===== src/rtl/arb_pkg.sv =====
package arb_pkg;

    // Widest level index supported by the pick structure.
    localparam int LVL_W = 4;

    typedef enum logic [1:0] {
        ST_IDLE  = 2'd0,   // bus free or foreign owner, waiting
        ST_GRANT = 2'd1,   // grant driven, waiting for busy to be taken
        ST_OWNED = 2'd2    // grant withdrawn, owner holds busy
    } arb_state_e;

    typedef struct packed {
        logic             valid;
        logic [LVL_W-1:0] lvl;
    } arb_pick_t;

    function automatic logic level_above(input logic [LVL_W-1:0] a,
                                         input logic [LVL_W-1:0] b);
        return a > b;
    endfunction

endpackage


===== src/rtl/arb_sync.sv =====
module arb_sync #(
    parameter int          W       = 4,
    parameter int          STAGES  = 2,
    parameter logic        IDLE_V  = 1'b1
) (
    input  logic         clk,
    input  logic         rst_n,
    input  logic [W-1:0] d_async,
    output logic [W-1:0] d_sync
);
    logic [W-1:0] stage_q [STAGES];

    generate
        for (genvar s = 0; s < STAGES; s++) begin : g_stage
            always_ff @(posedge clk) begin
                if (!rst_n)
                    stage_q[s] <= {W{IDLE_V}};
                else if (s == 0)
                    stage_q[s] <= d_async;
                else
                    stage_q[s] <= stage_q[(s == 0) ? 0 : s-1];
            end
        end
    endgenerate

    assign d_sync = stage_q[STAGES-1];
endmodule


===== src/rtl/arb_prio.sv =====
module arb_prio
    import arb_pkg::*;
#(
    parameter int LEVELS = 4
) (
    input  logic [LEVELS-1:0] req_act,
    input  logic [LVL_W-1:0]  own_lvl,
    output arb_pick_t         pick,
    output logic              above_owner
);
    always_comb begin
        pick = '0;
        for (int i = 0; i < LEVELS; i++) begin
            if (req_act[i]) begin
                pick.valid = 1'b1;
                pick.lvl   = LVL_W'(i);
            end
        end
    end

    always_comb begin
        above_owner = 1'b0;
        for (int i = 0; i < LEVELS; i++) begin
            if (req_act[i] && level_above(LVL_W'(i), own_lvl))
                above_owner = 1'b1;
        end
    end
endmodule


===== src/rtl/arb_fsm.sv =====
module arb_fsm
    import arb_pkg::*;
#(
    parameter int LEVELS = 4
) (
    input  logic              clk,
    input  logic              rst_n,
    input  logic [LEVELS-1:0] req_act,
    input  logic              bus_busy,
    input  arb_pick_t         pick,
    input  logic              above_owner,
    output logic [LVL_W-1:0]  own_lvl,
    output logic [LEVELS-1:0] gnt,
    output logic              clr
);
    arb_state_e st_q;

    always_ff @(posedge clk) begin
        if (!rst_n) begin
            st_q    <= ST_IDLE;
            gnt     <= '0;
            clr     <= 1'b0;
            own_lvl <= '0;
        end else begin
            case (st_q)
                ST_IDLE: begin
                    if (!bus_busy && pick.valid) begin
                        gnt          <= '0;
                        gnt[pick.lvl] <= 1'b1;
                        own_lvl      <= pick.lvl;
                        st_q         <= ST_GRANT;
                    end
                end
                ST_GRANT: begin
                    if (bus_busy) begin
                        gnt  <= '0;
                        st_q <= ST_OWNED;
                    end
                end
                ST_OWNED: begin
                    if (!bus_busy) begin
                        clr  <= 1'b0;
                        st_q <= ST_IDLE;
                    end else if (above_owner) begin
                        clr <= 1'b1;
                    end
                end
                default: st_q <= ST_IDLE;
            endcase
        end
    end

    a_r1_reset_idle: assert property (@(posedge clk)
        !rst_n |=> (gnt == '0 && !clr));

    a_r2_single_grant: assert property (@(posedge clk) disable iff (!rst_n)
        $onehot0(gnt));

    a_r3_grant_on_free_bus: assert property (@(posedge clk) disable iff (!rst_n)
        $rose(|gnt) |-> !$past(bus_busy));

    a_r4_no_higher_pending: assert property (@(posedge clk) disable iff (!rst_n)
        $rose(|gnt) |-> (($past(req_act) & ~((gnt << 1) - 1'b1)) == '0));

    a_r5_grant_released: assert property (@(posedge clk) disable iff (!rst_n)
        (|gnt && bus_busy) |=> !(|gnt));

    a_r6_clear_needs_owner: assert property (@(posedge clk) disable iff (!rst_n)
        $rose(clr) |-> $past(bus_busy) && !(|gnt));

    a_r7_clear_dropped: assert property (@(posedge clk) disable iff (!rst_n)
        (clr && !bus_busy) |=> !clr);
endmodule


===== src/rtl/bkp_arbiter.sv =====
module bkp_arbiter
    import arb_pkg::*;
#(
    parameter int LEVELS      = 4,
    parameter int SYNC_STAGES = 2
) (
    input  logic              clk,
    input  logic              sys_rst_n,
    input  logic [LEVELS-1:0] req_n,
    input  logic              busy_n,
    output logic [LEVELS-1:0] grant_n,
    output logic              clr_n
);
    localparam int IN_W = LEVELS + 1;

    logic [IN_W-1:0]   in_sync;
    logic [LEVELS-1:0] req_act;
    logic              bus_busy;
    arb_pick_t         pick;
    logic              above_owner;
    logic [LVL_W-1:0]  own_lvl;
    logic [LEVELS-1:0] gnt;
    logic              clr;

    initial begin
        if (LEVELS > (1 << LVL_W)) $error("LEVELS exceeds pick width");
    end

    // every backplane line retimed before use
    arb_sync #(.W(IN_W), .STAGES(SYNC_STAGES), .IDLE_V(1'b1)) u_sync (
        .clk    (clk),
        .rst_n  (sys_rst_n),
        .d_async({busy_n, req_n}),
        .d_sync (in_sync)
    );

    assign req_act  = ~in_sync[LEVELS-1:0];
    assign bus_busy = ~in_sync[LEVELS];

    arb_prio #(.LEVELS(LEVELS)) u_prio (
        .req_act    (req_act),
        .own_lvl    (own_lvl),
        .pick       (pick),
        .above_owner(above_owner)
    );

    arb_fsm #(.LEVELS(LEVELS)) u_fsm (
        .clk        (clk),
        .rst_n      (sys_rst_n),
        .req_act    (req_act),
        .bus_busy   (bus_busy),
        .pick       (pick),
        .above_owner(above_owner),
        .own_lvl    (own_lvl),
        .gnt        (gnt),
        .clr        (clr)
    );

    assign grant_n = ~gnt;
    assign clr_n   = ~clr;
endmodule


===== config.mk =====
export PLATFORM = sky130hd
export DESIGN_NAME = bkp_arbiter
export DESIGN_NICKNAME = d
export VERILOG_FILES = /design/src/rtl/arb_pkg.sv /design/src/rtl/arb_sync.sv /design/src/rtl/arb_prio.sv /design/src/rtl/arb_fsm.sv /design/src/rtl/bkp_arbiter.sv
export SDC_FILE = /design/constraint.sdc
export NUM_CORES = 1
export LEC_CHECK = 0
export ABC_AREA = 1
export BUFFER_PORTS_ARGS = -buffer_cell sky130_fd_sc_hd__buf_4
export CAP_MARGIN = 20
export CORE_AREA = 2 2 39 41
export CTS_BUF_LIST = sky130_fd_sc_hd__clkbuf_8
export DETAILED_ROUTE_END_ITERATION = 7
export DIE_AREA = 0 0 41 43
export PLACE_DENSITY = 0.78
export SYNTH_ARGS = -nofsm -noshare
export SYNTH_HDL_FRONTEND = slang
export SYNTH_SLANG_ARGS = --single-unit

===== constraint.sdc =====
create_clock -name clk -period 2.15 [get_ports clk]
set_input_delay 0.215 -clock clk [delete_from_list [all_inputs] [get_ports clk]]
set_output_delay 0.215 -clock clk [all_outputs]
set_load 0.1 [all_outputs]

# [Word level (Yosys, flattened, before mapping)]
# Memories as Yosys holds them, arrays and structs flattened.
# Cells that the tools add are included.
[op_classes] n_addsub=0 mul=0 div_mod_pow=0 order_cmp=6 n_eq_ne=5 shift=0 muxes=23 bitwise=5 n_reduce_logical=13
[ops] operator="$mux 5" n=6
[ops] operator="$mux 1" n=9
[ops] operator="$gt 1x4->1 const A" n=2
[ops] operator="$gt 2x4->1 const A" n=2
[ops] operator="$mux 4" n=2
[ops] operator="$not 4->4" n=2
[ops] operator="$pmux 4 s2" n=1
[ops] operator="$logic_and 1x1->1" n=6
[ops] operator="$mux 2" n=3
[ops] operator="$pmux 2 s3" n=1
[ops] operator="$reduce_and 3->1" n=2
[ops] operator="$ge 4x1->1 const B" n=1
[ops] operator="$lt 4x3->1 const B" n=1
[ops] operator="$ne 2x2->1 const B" n=2
[ops] operator="$reduce_and 2->1" n=2
[ops] operator="$reduce_bool 2->1" n=2
[ops] operator="$demux 1 s2" n=1
[ops] operator="$eq 2x1->1 const B" n=1
[ops] operator="$eq 2x2->1 const B" n=1
[ops] operator="$logic_not 2->1" n=1
[ops] operator="$ne 2x1->1 const B" n=1
[ops] operator="$or 1x1->1" n=2
[ops] operator="$not 1->1" n=1
[totals] reg_bits=11 latch_bits=0 mem_bits_rw=10 romBits=0 in_bits=7 elab_cells=57 n_memories=1
[mem_list] name="u_sync.stage_q" depth=2 width=5 rd=2 rd_ports_with_merged_regs=0 wr=2 line_no="arb_sync.sv:11" text="logic [W-1:0] stage_q [STAGES];"

# [Longest topological paths before layout]
# Gate-level depths: netlist of run 1.
[logic_depth] ltp_word=11 mapped_depth=7 ltp_nobuf=7

# [By module]
# A second synthesis of run 1 with hierarchy kept.
[hier_totals] hier_cells=132 area_unflattened_um2=933.4
[modules_own_cells] mod="arb_fsm" n_inst=1 cells_each=70 area_each_um2=514.2 seq_area_each_um2=220.2
[modules_own_cells] mod="arb_sync" n_inst=1 cells_each=31 area_each_um2=286.5 seq_area_each_um2=200.2
[modules_own_cells] mod="arb_prio" n_inst=1 cells_each=21 area_each_um2=95.1 seq_area_each_um2=0.0
[modules_own_cells] mod="bkp_arbiter" n_inst=1 cells_each=10 area_each_um2=37.5 seq_area_each_um2=0.0

# [Least setup slack after synthesis of run 1]
# OpenSTA, ideal clock, no wires.
[synth_path] path_type="register to register" from="register, netlist name u_fsm.gnt[0]" to="register u_fsm.gnt[0]" arrival_ps=1131 required_time_ps=2035 slack_ps=904 path_stages_with_launch=5 path_cell_list="dfxtp_1 inv_1 nand3_1 nand2_1 nor2_1"
[synth_lines] element="to (signal assigned)" line_no="arb_fsm.sv:21" text="gnt <= '0;"
[synth_lines] element="to (signal assigned)" line_no="arb_fsm.sv:28" text="gnt <= '0;"
[synth_lines] element="to (signal, indexed assignment)" line_no="arb_fsm.sv:29" text="gnt[pick.lvl] <= 1'b1;"
[synth_lines] element="to (decl)" line_no="arb_fsm.sv:13" text="output logic [LEVELS-1:0] gnt,"

# [Worst setup path in the final report of run 1]
[layout_path] from="register u_fsm.gnt[1]" to="output grant_n[1]"
[layout_via] elab_chain_cells=1
[layout_rtl] element="$not 4->4" line_no="bkp_arbiter.sv:59" text="assign grant_n = ~gnt;"
[layout_rtl] element="to (decl)" line_no="bkp_arbiter.sv:11" text="output logic [LEVELS-1:0] grant_n,"
# Every way passes these cells.

==> results.sh, run 1 <==
export IMPL_setup_viol=0
export IMPL_post_route_period_util_pct=51.9
export IMPL_drc_errors=0
export IMPL_fin_crit_ns=1.11
export IMPL_cts_root_buf="clkbuf_8"
export IMPL_syn_cell_area_sq_um=729
export IMPL_diodes=0
export IMPL_avgSynthCellArea_sq_um=8.68
export IMPL_drtIter0Drc=11
export IMPL_gp_congestion=0.792
export IMPL_gr_total_overflow=0
export IMPL_drt_wl_total_um=1120
export IMPL_final_common_cell="dfxtp_1"
export IMPL_max_freq_ghz=0.897
export IMPL_leakage_uw=0.000391
export IMPL_max_cap_violations=0
export IMPL_fin_ws_ns=1.04
export IMPL_synth_top_area_share_pct=52.1
export IMPL_required_ns=1.93
export IMPL_fill_cells=126
export IMPL_antenna_left=0
export IMPL_relSlewSlack_pct=74.5
export IMPL_met1_usage_pct=19.6
export IMPL_die_area_sq_mm=0.00176
export IMPL_start_util_pct=52.7
export IMPL_cp_start_kind="register"
export IMPL_cts_path_max_buffers=2
export IMPL_p_per_area_mw_per_mm2=871
export IMPL_cts_setup_buffers=0
export IMPL_vias_per_cell=4.92
export IMPL_nets=106
export IMPL_vias=561
export IMPL_htreeDepth=1
export IMPL_cts_buffers_inserted=3
export IMPL_wl_per_cell_um=9.81
export IMPL_status="complete, no violations"
export IMPL_hold_viol_final=0
export IMPL_crit_fanout=2
export IMPL_met2_usage_pct=26.3
export IMPL_hold_class="in2reg"
export IMPL_drive_gt1_share_pct=33.7
export IMPL_grt_antenna_before_repair=0
export IMPL_placed_cells=110
export IMPL_cts_resized=0
export IMPL_path_clk_slew_ns=0.07
export IMPL_cts_hold_fix_buffers=0
export IMPL_hpwl_um=806
export IMPL_synth_cells=84
export IMPL_yosysTopAreaCell="dfxtp_1"
export IMPL_ys_warn_count=0
export IMPL_cp_arrival_ns=0.90
export IMPL_grt_first_pass_wirelength_um=2010
export IMPL_p_total_uw=761
export IMPL_clock_latency_ns=0.25
export IMPL_drv_slew=0
export IMPL_yosysUniqueCellTypes=20
export IMPL_grt_setup_unrepaired="no"
export IMPL_rows=14
export IMPL_syn2layout_area_growth_pct=19.7
export IMPL_port_buffers=11
export IMPL_final_cell_mix="19 x dfxtp_1, 11 x buf_4, 10 x nand2_1"
export IMPL_first_global_vias=530
export IMPL_critPathKind="reg2out"
export IMPL_yosysSeqAreaShare_pct=52.1
export IMPL_syn_nets=91
export IMPL_tightest_slew_ns=0.382
export IMPL_vdd_drop_max_uv=546
export IMPL_final_cells=114
export IMPL_cp_end_kind="primary output"
export IMPL_setup_tns_ns=0
export IMPL_track_usage_pct=16.9
export IMPL_ios=12
export IMPL_fp_dieW_um=41
export IMPL_fp_dieH_um=43
export IMPL_cts_sinks=19
export IMPL_grt_max_degree=17
export IMPL_grt_busiest_layer="met2"
export IMPL_synth_area_leaders="dfxtp_1 52%, nand2_1 5.1%, or2_2 5.1%"
export IMPL_cts_tree="yes"
export IMPL_synth_seq_cells=19
export IMPL_use_met3_pct=6.28
export IMPL_drtPass1Iterations=4
export IMPL_core_sq_mm=0.00138
export IMPL_dpl_worst_slack_ns=1.14
export IMPL_fin_worst_skew_ns=0.00240
## metal layers
metal  vias to the layer above  share of wire, %
met4                         0              0.72
met2                        15                52
met5                         -                 0
met3                         2               5.5
li1                        291                 -
met1                       253                42
## worst max-delay path, stage by stage (launching register included)
cell     delay (ns)
dfxtp_1        0.30
inv_1          0.06
buf_4          0.29
## final timing paths
| path | start | end | slack (ns) | depth (start not counted) |
|---|---|---|---|---|
| max | u_fsm.gnt[1] | grant_n[1] | 1.04 | 2 |
| min | req_n[3] | u_sync.stage_q[0][3] | 0.15 | 2 |
| max reg2reg | u_sync.stage_q[1][3] | u_fsm.own_lvl[0] | 1.12 | 6 |
| min reg2reg | u_sync.stage_q[0][0] | u_sync.stage_q[1][0] | 0.41 | 1 |
## Yosys cell counts (all sizes together)
| master | count |
|---|---|
| a211oi | 1 |
| a21boi | 1 |
| a21oi | 7 |
| buf | 1 |
| clkinv | 2 |
| dfxtp | 19 |
| inv | 11 |
| nand2 | 15 |
| nand3 | 7 |
| nand3b | 1 |
| nor2 | 4 |
| nor3 | 1 |
| o21ai | 4 |
| or2 | 10 |
## state kept, by name (all words and copies together) (netlist names)
name            cells
u_sync.stage_q     10
u_fsm.clr           1
u_fsm.own_lvl       2
u_fsm.gnt           4
u_fsm.st_q          2
## final cells by class
cell class,instances,area [sq um],area share (%)
timing repair buffer,11,82.6,9.46
multi-input combinational,51,293,33.5
sequential,19,380,43.6
tap,16,20.0,2.29
clock buffer,3,41.3,4.73
clock inverter,1,5.00,0.573
inverter,13,51.3,5.87
## kinds of logic after synthesis
logic type             Yosys count  synth area share (%)
AO/OA/AOI/OAI                   13                  9.61
buffers and inverters           14                  7.72
flip-flops                      19                  52.1
AND/OR/NAND/NOR                 38                  30.5
## per-stage QoR
stage	utilization, %	area (sq um)	hold WS, ns
2_1_floorplan	-	729	0.322
3_3_place_gp	59.8	827	0.387
3_5_place_dp	59.8	827	0.392
4_1_cts	63.1	873	0.144
5_1_grt	63.1	873	0.141
6_report	63.1	873	0.147
## report_power, final
| part | internal (uW) | switching (uW) | leakage, uW | total, uW |
|---|---|---|---|---|
| Combinational | 44.0 | 98.0 | 0.000209 | 142 |
| Clock | 128 | 110 | 0.0000255 | 238 |
| Sequential | 372 | 8.72 | 0.000157 | 381 |
| Total | 544 | 216 | 0.000391 | 761 |
Note: power is estimated with default switching activity, not from simulation.
==> run 2, diff against run 1 <==
Settings changed: CORE_AREA 2 2 39 41 to default, CORE_UTILIZATION from default to 50, DIE_AREA 0 0 41 43 to default, PLACE_DENSITY 0.78 to 0.75.
Clock period 2.15 ns to 0.97 ns, I/O delays scaled along.
==> results.sh, run 2 (synthesized netlist as in run 1, its figures left out) <==
export IMPL_status="finished with violations"
export IMPL_violations="negative setup slack"
export IMPL_fp_dieH_um=40.2
export IMPL_rows=13
export IMPL_largest_reg_flops=10
export IMPL_cts_tree="yes"
export IMPL_fin_ws_ns=-0.0700
export IMPL_hold_class="in2reg"
export IMPL_grt_first_pass_wirelength_um=2140
export IMPL_timing_hold_ws_ns=0.0238
export IMPL_hp_start="busy_n"
export IMPL_final_cell_mix="11 x buf_4, 10 x nand2_1, 10 x dfxtp_1"
export IMPL_grt_setup_unrepaired="yes"
export IMPL_dpl_worst_slack_ns=-0.0393
export IMPL_vdd_drop_max_uv=1310
export IMPL_holdPathEnd="u_sync.stage_q[0][4]"
export IMPL_required_ns=1.16
export IMPL_cts_root_buf="clkbuf_8"
export IMPL_r2r_start="u_fsm.st_q[0]"
export IMPL_max_freq_ghz=0.962
export IMPL_gp_congestion=0.722
export IMPL_critPathSlowestCell="dfxtp_2"
export IMPL_regMostFlops="u_sync.stage_q"
export IMPL_ios=12
export IMPL_nets=112
export IMPL_port_buffers=11
export IMPL_gr_total_overflow=0
export IMPL_vias_per_cell=5.24
export IMPL_grt_max_degree=17
export IMPL_cts_sinks=19
export IMPL_p_per_area_mw_per_mm2=1770
export IMPL_post_route_period_util_pct=107
export IMPL_fp_dieW_um=40.2
export IMPL_path_delay_family="simple AND/OR/NAND/NOR gates"
export IMPL_fin_crit_ns=1.04
export IMPL_relSlewSlack_pct=73.5
export IMPL_start_util_pct=54.7
export IMPL_drtIter0Drc=24
export IMPL_antenna_left=0
export IMPL_core_sq_mm=0.00133
export IMPL_drv_slew=0
export IMPL_path_cells="inv_4 -> nor2_2 -> nand2_2 -> nand3_2 -> nand2_1 -> nor2_1"
export IMPL_track_usage_pct=21.0
export IMPL_cp_arrival_ns=1.23
export IMPL_first_global_vias=561
export IMPL_grt_antenna_before_repair=0
export IMPL_cts_hold_fix_buffers=0
export IMPL_max_cap_violations=0
export IMPL_htreeDepth=1
export IMPL_r2r_slack_ns=-0.07
export IMPL_hold_depth=2
export IMPL_r2r_end="u_fsm.gnt[0]"
export IMPL_crit_path_max_incr_delay_ns=0.35
export IMPL_crit_fanout=6
export IMPL_diodes=0
export IMPL_leakage_uw=0.000448
export IMPL_cts_path_max_buffers=2
export IMPL_r2r_cells=6
export IMPL_cp_start_kind="register"
export IMPL_die_area_sq_mm=0.00162
export IMPL_tightest_slew_ns=0.397
export IMPL_utilization_pct=76.9
export IMPL_cts_buffers_inserted=3
export IMPL_path_clk_slew_ns=0.07
export IMPL_cp_end_kind="register"
export IMPL_critPathBufInv=1
export IMPL_clock_latency_ns=0.25
export IMPL_drtPass1Iterations=4
export IMPL_final_common_cell="buf_4"
export IMPL_reg_top3="u_sync.stage_q: 10 flops, u_fsm.gnt: 4 flops"
export IMPL_setup_tns_ns=-0.231
export IMPL_drt_wl_total_um=1470
export IMPL_hold_viol_final=0
export IMPL_hpwl_um=911
export IMPL_critPathKind="reg2reg"
export IMPL_wl_per_cell_um=12.4
export IMPL_vias=624
export IMPL_fin_worst_skew_ns=0.000339
export IMPL_syn2layout_area_growth_pct=40.7
export IMPL_setup_viol=6
export IMPL_drive_gt1_share_pct=55.8
export IMPL_drc_errors=0
export IMPL_p_total_uw=1810
-- run 2: report_power, final --
| group | internal, uW | switching, uW | leakage [uW] |
|---|---|---|---|
| Combinational | 164 | 256 | 0.000263 |
| Sequential | 830 | 28.1 | 0.000159 |
| Clock | 285 | 251 | 0.0000255 |
| Total | 1280 | 535 | 0.000448 |
-- run 2: worst max path at each step --
stage	from	to	cells past startpoint	slack (ns)
after floorplan	u_fsm.gnt[1]	u_fsm.gnt[1]	4	-0.11
after detailed placement	u_fsm.st_q[1]	u_fsm.gnt[1]	6	-0.04
final	u_fsm.st_q[0]	u_fsm.gnt[0]	6	-0.07
after CTS	u_fsm.st_q[1]	u_fsm.gnt[1]	6	-0.02
after global routing	u_fsm.st_q[1]	u_fsm.gnt[0]	6	-0.10
after global placement	u_fsm.st_q[1]	u_fsm.gnt[1]	6	0.002
-- run 2: layout make-up --
type,instances,area [sq um]
clock inverter,1,5.00
inverter,13,73.8
sequential,19,392
clock buffer,3,41.3
multi-input combinational,52,330
fill,97,308
timing repair buffer,16,165
tap,15,18.8
-- run 2: what timing repair did --
action                                  4_1_cts  5_1_grt
resized for setup                            15       10
pin swaps                                     1        6
endpoints found under the setup margin       10       13
gates cloned                                  1        0
buffers inserted                              3        0
-- run 2: metrics by stage --
stage | std cells | cell area [sq um]
2_1_floorplan | 84 | 762
3_3_place_gp | 111 | 873
3_5_place_dp | 111 | 873
4_1_cts | 119 | 997
5_1_grt | 119 | 1030
6_report | 119 | 1030
-- run 2: layer usage --
layer | wire length, um | GRT usage [%]
met1 | 602 | 21.1
met2 | 727 | 36.3
met3 | 83 | 7.22
met4 | 57 | 14.2
met5 | 0 | 0
==> run 3, diff against run 2 <==
--- a/config.mk
+++ b/config.mk
@@ -12,3 +12,5 @@
 export CTS_BUF_LIST = sky130_fd_sc_hd__clkbuf_8
+export CTS_CLUSTER_SIZE = 24
 export DETAILED_ROUTE_END_ITERATION = 7
+export HOLD_SLACK_MARGIN = 0.1
 export PLACE_DENSITY = 0.75
==> constraint.sdc (replaced) <==
create_clock -name clk -period 0.97 [get_ports clk]
set_input_delay 0.194 -clock clk [delete_from_list [all_inputs] [get_ports clk]]
set_output_delay 0.194 -clock clk [all_outputs]
set_load 0.1 [all_outputs]
==> results.sh, run 3 (synthesized netlist as in run 1, its figures left out) <==
export IMPL_status="finished with violations"
export IMPL_violations="negative setup slack"
export IMPL_htreeDepth=1
export IMPL_leakage_uw=0.000460
export IMPL_rows=13
export IMPL_gp_congestion=0.722
export IMPL_final_common_cell="buf_4"
export IMPL_diodes=0
export IMPL_placed_cells=111
export IMPL_drc_errors=0
export IMPL_start_util_pct=54.7
export IMPL_cp_end_kind="primary output"
export IMPL_p_total_uw=1840
export IMPL_fill_cells=86
export IMPL_drtIter0Drc=8
export IMPL_drv_slew=0
export IMPL_grt_first_pass_wirelength_um=2240
export IMPL_core_sq_mm=0.00133
export IMPL_dpl_cell_area_sq_um=873
export IMPL_cts_path_max_buffers=2
export IMPL_switching_share_pct=30.3
export IMPL_max_freq_ghz=0.916
export IMPL_final_cell_mix="12 x buf_4, 9 x dfxtp_2, 9 x dfxtp_1"
export IMPL_drt_wl_total_um=1530
export IMPL_max_cap_violations=0
export IMPL_hold_viol_final=0
export IMPL_switching_power_uw=558
export IMPL_syn2layout_area_growth_pct=48.0
export IMPL_path_clk_slew_ns=0.07
export IMPL_p_clk_share_pct=29.5
export IMPL_cts_sinks=19
export IMPL_critPathKind="reg2out"
export IMPL_reg_top3="u_sync.stage_q: 10 flops, u_fsm.gnt: 4 flops"
export IMPL_gr_total_overflow=0
export IMPL_wl_per_cell_um=12.8
export IMPL_ios=12
export IMPL_fp_dieH_um=40.2
export IMPL_relSlewSlack_pct=70.0
export IMPL_regMostFlops="u_sync.stage_q"
export IMPL_antenna_left=0
export IMPL_grt_antenna_before_repair=0
export IMPL_seq_power_share_pct=46.5
export IMPL_port_buffers=11
export IMPL_largest_reg_flops=10
export IMPL_nets=113
export IMPL_vias_per_cell=5.26
export IMPL_p_per_area_mw_per_mm2=1710
export IMPL_tightest_slew_ns=0.449
export IMPL_vdd_drop_max_uv=1320
export IMPL_fin_area_sq_mm=0.00108
export IMPL_grt_max_degree=17
export IMPL_grt_setup_unrepaired="yes"
export IMPL_drive_gt1_share_pct=63.8
export IMPL_setup_tns_ns=-0.679
export IMPL_first_global_vias=570
export IMPL_drtPass1Iterations=5
export IMPL_track_usage_pct=21.9
export IMPL_cts_root_buf="clkbuf_8"
export IMPL_crit_fanout=2
export IMPL_share_comb_of_total_power_pct=24.0
export IMPL_required_ns=0.78
export IMPL_final_cells=120
export IMPL_fin_worst_skew_ns=0.000662
export IMPL_vias=631
export IMPL_fp_dieW_um=40.2
export IMPL_dpl_worst_slack_ns=-0.0393
export IMPL_path_cells="clkinvlp_4 -> buf_12"
export IMPL_intPower_uw=1290
export IMPL_cts_tree="yes"
export IMPL_fin_ws_ns=-0.122
export IMPL_critPathSlowestCell="dfxtp_2"
export IMPL_clock_latency_ns=0.25
export IMPL_hpwl_um=911
export IMPL_cp_start_kind="register"
export IMPL_post_route_period_util_pct=113
export IMPL_hold_class="in2reg"
export IMPL_crit_path_max_incr_delay_ns=0.35
export IMPL_cp_arrival_ns=0.90
export IMPL_die_area_sq_mm=0.00162
export IMPL_cts_buffers_inserted=3
export IMPL_setup_viol=9
export IMPL_fin_crit_ns=1.09
## run 3: cell count changes in the layout (fill, tap and decap cells not counted), sizes merged
cell | previous run | this run
buf | 16 | 17
## run 3: power by group through the flow
stage               Clock [uW]  Sequential [uW]  Combinational (uW)
floorplan                    0              867                 264
global placement             0              869                 327
detailed placement           0              871                 333
CTS                        554              858                 412
global route               588              862                 467
finish                     543              858                 442
## run 3: timing repair
action | CTS | global route
setup endpoints to repair | 10 | 13
hold buffers | 0 | 0
gates cloned | 1 | 0
gates resized for setup | 25 | 13
pin swaps | 3 | 6
setup buffers | 3 | 1
## run 3: routing by layer
metal / routed length (um) / up-vias / track usage [%]
met5: 0 / - / 0
met4: 47 / 0 / 12.5
met3: 76 / 11 / 6.67
met2: 818 / 28 / 40.3
met1: 592 / 283 / 21.4
li1: - / 309 / -
## run 3: stage by stage
step,hold WS [ns],utilization (%)
4_1_cts,0.115,77.7
6_report,0.119,81.0
2_1_floorplan,0.301,-
3_5_place_dp,0.384,65.5
5_1_grt,0.111,81.0
3_3_place_gp,0.382,65.5
## run 3: critical path: cells and delay by family (launching register included)
kind                   cells  cell delay, ns
buffers and inverters      2            0.29
flip-flops                 1            0.35
## run 3: final timing paths
| kind | start | to | slack [ns] | depth (start not counted) |
|---|---|---|---|---|
| min | req_n[0] | u_sync.stage_q[0][0] | 0.12 | 2 |
| min reg2reg | u_sync.stage_q[0][3] | u_sync.stage_q[1][3] | 0.41 | 1 |
| max | u_fsm.clr | clr_n | -0.12 | 2 |
| max reg2reg | u_fsm.st_q[1] | u_fsm.gnt[1] | -0.08 | 6 |
## run 3: layout make-up
class,count,area (sq um),area share (%)
sequential,19,395,36.6
multi-input combinational,52,367,34.0
timing repair buffer,17,176,16.3
inverter,13,76.3,7.07
clock buffer,3,41.3,3.82
tap,15,18.8,1.74
clock inverter,1,5.00,0.463
